**config.mk**
```make
export PLATFORM = sky130hd
export DESIGN_NAME = acc_alu
export DESIGN_NICKNAME = d
export VERILOG_FILES = /design/src/rtl/alu_pkg.sv /design/src/rtl/alu_arith.sv /design/src/rtl/alu_misc.sv /design/src/rtl/alu_status.sv /design/src/rtl/acc_alu.sv
export SDC_FILE = /design/constraint.sdc
export NUM_CORES = 1
export LEC_CHECK = 0
export ABC_AREA = 1
export CAP_MARGIN = 15
export CORE_MARGIN = 3
export CORE_UTILIZATION = 35
export CTS_BUF_LIST = sky130_fd_sc_hd__clkbuf_2 sky130_fd_sc_hd__clkbuf_4 sky130_fd_sc_hd__clkbuf_8
export CTS_CLUSTER_SIZE = 24
export DETAILED_ROUTE_END_ITERATION = 7
export PLACE_DENSITY = 0.55
export SYNTH_ARGS = -nofsm -noshare
export SYNTH_HDL_FRONTEND = slang
export SYNTH_HIERARCHICAL = 1
export SYNTH_SLANG_ARGS = --single-unit
```
**constraint.sdc**
```tcl
create_clock -name clk -period 3.4 [get_ports clk]
set_input_delay 0.68 -clock clk [delete_from_list [all_inputs] [get_ports clk]]
set_output_delay 0.68 -clock clk [all_outputs]
set_load 0.01 [all_outputs]
```
**src/rtl/alu_pkg.sv**
```systemverilog
package alu_pkg;
  localparam int DW     = 8;
  localparam int CY_BIT = 7;
  localparam int AC_BIT = 6;
  localparam int OV_BIT = 2;

  typedef enum logic [3:0] {
    OP_ADD  = 4'h0,
    OP_ADDC = 4'h1,
    OP_SUBB = 4'h2,
    OP_OR   = 4'h3,
    OP_AND  = 4'h4,
    OP_XOR  = 4'h5,
    OP_INC  = 4'h6,
    OP_DEC  = 4'h7,
    OP_RL   = 4'h8,
    OP_RLC  = 4'h9,
    OP_RR   = 4'hA,
    OP_RRC  = 4'hB,
    OP_SWAP = 4'hC,
    OP_CMP  = 4'hD,
    OP_NOPE = 4'hE,
    OP_NOPF = 4'hF
  } alu_op_e;

  typedef struct packed {
    logic cy;
    logic ac;
    logic ov;
  } flags_t;
endpackage

```
**src/rtl/alu_arith.sv**
```systemverilog
module alu_arith #(
  parameter int W = 8
) (
  input  logic [W-1:0] a,
  input  logic [W-1:0] b,
  input  logic         cin,
  input  logic         sub,
  output logic [W-1:0] res,
  output logic         cy,
  output logic         ac,
  output logic         ov
);
  localparam int H = W / 2;

  logic [W:0] full;
  logic [H:0] half;

  always_comb begin
    if (sub) begin
      full = {1'b0, a} - {1'b0, b} - {{W{1'b0}}, cin};
      half = {1'b0, a[H-1:0]} - {1'b0, b[H-1:0]} - {{H{1'b0}}, cin};
      ov   = (a[W-1] != b[W-1]) && (full[W-1] != a[W-1]);
    end else begin
      full = {1'b0, a} + {1'b0, b} + {{W{1'b0}}, cin};
      half = {1'b0, a[H-1:0]} + {1'b0, b[H-1:0]} + {{H{1'b0}}, cin};
      ov   = (a[W-1] == b[W-1]) && (full[W-1] != a[W-1]);
    end
    res = full[W-1:0];
    cy  = full[W];
    ac  = half[H];
  end
endmodule

```
**src/rtl/alu_misc.sv**
```systemverilog
module alu_misc
  import alu_pkg::*;
#(
  parameter int W = 8
) (
  input  alu_op_e      op,
  input  logic [W-1:0] a,
  input  logic [W-1:0] b,
  input  logic         cin,
  output logic [W-1:0] res,
  output logic         cout
);
  localparam int H = W / 2;

  always_comb begin
    res  = a;
    cout = cin;
    unique case (op)
      OP_OR:   res = a | b;
      OP_AND:  res = a & b;
      OP_XOR:  res = a ^ b;
      OP_INC:  res = a + {{(W-1){1'b0}}, 1'b1};
      OP_DEC:  res = a - {{(W-1){1'b0}}, 1'b1};
      OP_RL:   res = {a[W-2:0], 1'b0};
      OP_RLC: begin
        res  = {a[W-2:0], cin};
        cout = a[W-1];
      end
      OP_RR:   res = {a[0], a[W-1:1]};
      OP_RRC: begin
        res  = {cin, a[W-1:1]};
        cout = a[0];
      end
      OP_SWAP: res = {a[H-1:0], a[W-1:H]};
      default: res = a;
    endcase
  end
endmodule

```
**src/rtl/alu_status.sv**
```systemverilog
module alu_status
  import alu_pkg::*;
#(
  parameter int W = 8
) (
  input  logic         clk,
  input  logic         rst_n,
  input  logic         we_cy,
  input  logic         we_av,
  input  flags_t       fl_d,
  output logic [W-1:0] status
);
  flags_t fl_q, fl_n;

  always_comb begin
    fl_n = fl_q;
    if (we_cy) fl_n.cy = fl_d.cy;
    if (we_av) begin
      fl_n.ac = fl_d.ac;
      fl_n.ov = fl_d.ov;
    end
  end

  always_ff @(posedge clk or negedge rst_n) begin
    if (!rst_n) fl_q <= '0;
    else        fl_q <= fl_n;
  end

  genvar gi;
  generate
    for (gi = 0; gi < W; gi++) begin : g_bit
      if (gi == CY_BIT) begin : g_cy
        assign status[gi] = fl_q.cy;
      end else if (gi == AC_BIT) begin : g_ac
        assign status[gi] = fl_q.ac;
      end else if (gi == OV_BIT) begin : g_ov
        assign status[gi] = fl_q.ov;
      end else begin : g_zero
        assign status[gi] = 1'b0;
      end
    end
  endgenerate
endmodule

```
**src/rtl/acc_alu.sv**
```systemverilog
module acc_alu
  import alu_pkg::*;
#(
  parameter int W = DW
) (
  input  logic         clk,
  input  logic         rst_n,
  input  logic         en,
  input  logic [3:0]   op,
  input  logic [W-1:0] acc,
  input  logic [W-1:0] opnd,
  output logic [W-1:0] result,
  output logic [W-1:0] status
);
  alu_op_e     op_e;
  logic        cy_now;
  logic        ar_cin, ar_sub, ar_cy, ar_ac, ar_ov;
  logic [W-1:0] ar_res, mi_res, res_q, res_n;
  logic        mi_cout;
  logic        is_arith, is_cmp, is_crot, writes_res;
  logic        we_cy, we_av;
  flags_t      fl_d;

  assign op_e   = alu_op_e'(op);
  assign cy_now = status[CY_BIT];

  // Operation class decode
  always_comb begin
    is_arith   = (op_e == OP_ADD) || (op_e == OP_ADDC) || (op_e == OP_SUBB);
    is_cmp     = (op_e == OP_CMP);
    is_crot    = (op_e == OP_RLC) || (op_e == OP_RRC);
    writes_res = !is_cmp && (op_e != OP_NOPE) && (op_e != OP_NOPF);
    ar_sub     = (op_e == OP_SUBB) || is_cmp;
    ar_cin     = ((op_e == OP_ADDC) || (op_e == OP_SUBB)) ? cy_now : 1'b0;
  end

  alu_arith #(.W(W)) i_arith (
    .a(acc), .b(opnd), .cin(ar_cin), .sub(ar_sub),
    .res(ar_res), .cy(ar_cy), .ac(ar_ac), .ov(ar_ov)
  );

  alu_misc #(.W(W)) i_misc (
    .op(op_e), .a(acc), .b(opnd), .cin(cy_now),
    .res(mi_res), .cout(mi_cout)
  );

  // Flag write enables and data
  always_comb begin
    we_cy   = en && (is_arith || is_cmp || is_crot);
    we_av   = en && is_arith;
    fl_d.cy = is_crot ? mi_cout : ar_cy;
    fl_d.ac = ar_ac;
    fl_d.ov = ar_ov;
  end

  alu_status #(.W(W)) i_status (
    .clk(clk), .rst_n(rst_n), .we_cy(we_cy), .we_av(we_av),
    .fl_d(fl_d), .status(status)
  );

  // Result register: next state
  always_comb begin
    res_n = res_q;
    if (en && writes_res) res_n = is_arith ? ar_res : mi_res;
  end

  always_ff @(posedge clk or negedge rst_n) begin
    if (!rst_n) res_q <= '0;
    else        res_q <= res_n;
  end

  assign result = res_q;

  // idle cycle holds all state
  p_idle_hold_r2: assert property (@(posedge clk) disable iff (!rst_n)
    !en |=> ($stable(result) && $stable(status)));

  // flag-neutral operations keep the status word
  p_flags_keep_r5: assert property (@(posedge clk) disable iff (!rst_n)
    (en && (op_e inside {OP_OR, OP_AND, OP_XOR, OP_INC, OP_DEC, OP_RL, OP_RR, OP_SWAP}))
    |=> $stable(status));

  // compare keeps result, auxiliary carry and overflow
  p_cmp_carry_only_r7: assert property (@(posedge clk) disable iff (!rst_n)
    (en && op_e == OP_CMP) |=> ($stable(result) && $stable(status[AC_BIT])
                                && $stable(status[OV_BIT])));

  // compare carry reflects unsigned less-than
  p_cmp_lt_r7: assert property (@(posedge clk) disable iff (!rst_n)
    (en && op_e == OP_CMP) |=> (status[CY_BIT] == $past(acc < opnd)));

  // increment of all-ones wraps to zero
  p_inc_wrap_r6: assert property (@(posedge clk) disable iff (!rst_n)
    (en && op_e == OP_INC && acc == {W{1'b1}}) |=> (result == '0));

  // unused codes change nothing
  p_unused_noop_r12: assert property (@(posedge clk) disable iff (!rst_n)
    (en && (op_e == OP_NOPE || op_e == OP_NOPF)) |=> ($stable(result) && $stable(status)));
endmodule

```
==> flow_metrics.tcl <==
set metrics [dict create \
    clock.fmax_mhz 318 \
    cts_tree "yes" \
    io_pins 39 \
    cts_resized 0 \
    design.core.area_sq_mm 0.00749 \
    cp_max_fo 3 \
    setup.worst_path.start_class "input port" \
    grt_pass1_vias 3034 \
    dp.cells 625 \
    dr_total_vias 3148 \
    relSlewSlack 0.595 \
    numCtsBuffers 3 \
    routed_via_density 5.00 \
    drt_wl_total_mm 8.37 \
    num_antenna_cells 0 \
    antenna_left 0 \
    swShare 0.437 \
    stdcell_area_sq_mm 0.00345 \
    setup_viol_count_final 0 \
    internal_power_uw 473 \
    layout-drive-gt1-share 0.126 \
    crit_type "in2reg" \
    synth_ff_type "dfrtp_1" \
    synth_edf_count 0 \
    synth_area_sq_mm 0.00277 \
    grt_overflow 0 \
    finalCriticalPeriod_ps 3150 \
    crit_arrival_ps 3280 \
    port-buffer-count 33 \
    stdcell_count 629 \
    die_h_um 95.0 \
    grt_pass1_wl_mm 14.5 \
    holdWs_ps 475 \
    grt_max_degree 13 \
    p_per_area_mw_per_mm2 243 \
    status "completed" \
    finalCritPeriodShare 0.926 \
    cts_hold_buffers 0 \
    clk_latency_ps 240 \
    clock-sinks 11 \
    clk_pin_slew_ps 50 \
    dieArea_sq_mm 0.00903 \
    whs_path_depth 2 \
    cts_setup_buffers 0 \
    yosys_warnings 6 \
    drv_cap 0 \
    htreeDepth 1 \
    finalHoldViolCount 0 \
    skew_ps 2.93 \
    drc 0 \
    placed_area_sq_mm 0.00339 \
    cts.path.max_buffers 2 \
    grt_setup_unrepaired "true" \
    drt_iter0_markers 245 \
    die_w_um 95.0 \
    syn_to_final_growth_pct 24.4 \
    hold_path.class "reg2reg" \
    power_frac_seq 0.206 \
    worstMarginPinSlew_ps 604 \
    antenna_found_initial 0 \
    peakVddDrop_mv 0.0995 \
    initial_core_util 0.371 \
    postSynthAreaPerCell_sq_um 5.91 \
    wire_per_inst_um 13.3 \
    worst-endpoint-required_ps 3540 \
    worst_r2r_path_depth 15 \
    dr.pass1.iters 5 \
    fin_nets 596 \
    ys_seq_area_frac 0.0992 \
    root_buffer "clkbuf_8" \
    syn_inst 469 \
    synth_cell_types 45 \
    hpwl_mm 7.13 \
    routabilityCongestion 0.900 \
    power_frac_comb 0.625 \
    synth-async-reset-ratio 1.00 \
    ys_ff_latch 11 \
    groute.usage.overall 0.198 \
    final_max_slew_viol_count 0 \
    rows 31 \
    p_clk_frac 0.169 \
    endpoint_kind "flip-flop" \
    p_switching_uw 367 \
    power.leakage_nw 1.89 \
]
==> placed cells by master (no fill, tap or decap), types with 2 or more instances in the layout <==
master           Yosys  routed
a21oi_1             13      13
o2111ai_1            2       2
o21bai_1             2       2
nand4_1              3       3
nor2_1              32      31
nor2_2               5       6
a31oi_1              2       2
o22ai_1              2       2
nand2_2              8       8
a21o_1               3       3
ha_1                38      38
fa_1                 4       4
a41oi_1              2       2
clkdlybuf4s50_1      0      32
nor3_1               5       5
xor2_1               4       4
nor2_4               2       2
inv_1               69      69
o221ai_1             2       2
conb_1               1       5
o21ai_0             29      29
nand2_1            151     151
dfrtp_1             11      11
inv_2               10      10
nand3_1             37      37
clkbuf_8             0       3
buf_4                6      28
a22oi_1              3       3
o2bb2ai_1            5       5
==> per-stage QoR <==
step           setup WS [ps]  setup TNS, ps  power [mW]   util
2_1_floorplan            526              0       0.488      -
3_3_place_gp           -38.9          -68.1       0.698  0.453
3_5_place_dp           -28.6          -55.7       0.698  0.453
4_1_cts                  209              0       0.845  0.460
5_1_grt                -8.66          -8.66       0.928  0.461
6_report                 253              0       0.840  0.461
==> sequential cells by signal, summed over array words and instances, names as in the netlist <==
name / count
result: 8
i_status/status: 3
==> kinds of logic (layout without fill, tap and decap cells) <==
kind of cell | after synthesis | after routing | synth area share
and+or+nand+nor | 249 | 249 | 0.387
buffers and inverters | 88 | 145 | 0.130
adders and majority gates | 42 | 42 | 0.200
AOI/OAI and AO/OA | 73 | 73 | 0.167
DFF | 11 | 11 | 0.0992
other | 1 | 5 | 0.00135
xor gates and xnor gates | 5 | 5 | 0.0158
==> worst paths after layout <==
kind	slack [ps]	to	startpoint
worst max register to register	800	i_status/status[7]	i_status/status[7]
min in group asynchronous	780	result[0]	rst_n
worst min-delay path	470	i_status/status[2]	i_status/status[2]
worst min register to register	470	i_status/status[2]	i_status/status[2]
max in group asynchronous	2280	i_status/status[6]	rst_n
worst max-delay path	250	i_status/status[7]	op[1]
==> area by class of cell <==
class / instances / area [sq um]
fillers: 808 / 4030
multi-input cells: 374 / 2160
repair buffers: 61 / 543
inverters: 80 / 300
flip-flops and latches: 11 / 275
well taps: 99 / 124
clock buffers: 4 / 48.8
==> metal layers <==
metal  track usage  share of wire  vias up  routed length (um)
li1              -              -     1628                   -
met1         0.282           0.46     1422                3880
met2         0.333           0.47       89                3920
met3        0.0197          0.060        9                 502
met4        0.0228         0.0075        0                  63
met5             0              0        -                   0
==> worst max-delay path, stage by stage <==
cell,delay (ps)
clkdlybuf4s50_1,510
nand2_2,80
nand2_2,80
nor3b_2,50
buf_4,130
fa_1,410
fa_1,420
nand2_1,90
a21o_1,140
nand4_1,120
nand2_1,90
nand2_1,50
nand3_1,90
nand2_1,90
o21ai_0,80
nand2_1,70
nand2_1,50
nand2_1,50
==> power by group through the flow <==
stage	clock network (mW)	registers, mW	logic, mW
floorplan	0	0.186	0.302
global placement	0	0.175	0.523
detailed placement	0	0.176	0.523
CTS	0.146	0.174	0.525
global route	0.154	0.177	0.597
finish	0.142	0.173	0.525
==> Yosys cell counts (2+ instances only) <==
cell | number | share of area
xor2_1 | 4 | 0.013
o21ai_0 | 29 | 0.052
buf_4 | 6 | 0.016
o221ai_1 | 2 | 0.0063
a21oi_1 | 13 | 0.023
ha_1 | 38 | 0.17
a41oi_1 | 2 | 0.0063
nor3_1 | 5 | 0.0090
fa_1 | 4 | 0.029
nor2_4 | 2 | 0.0081
inv_1 | 69 | 0.093
o2bb2ai_1 | 5 | 0.016
a31oi_1 | 2 | 0.0045
nand2_1 | 151 | 0.20
nor2_1 | 32 | 0.043
nand4_1 | 3 | 0.0068
dfrtp_1 | 11 | 0.099
o21bai_1 | 2 | 0.0054
nand2_2 | 8 | 0.018
nor2_2 | 5 | 0.011
a21o_1 | 3 | 0.0081
inv_2 | 10 | 0.014
a22oi_1 | 3 | 0.0081
o2111ai_1 | 2 | 0.0063
nand3_1 | 37 | 0.067
o22ai_1 | 2 | 0.0045
(Power assumes the default switching activity.)
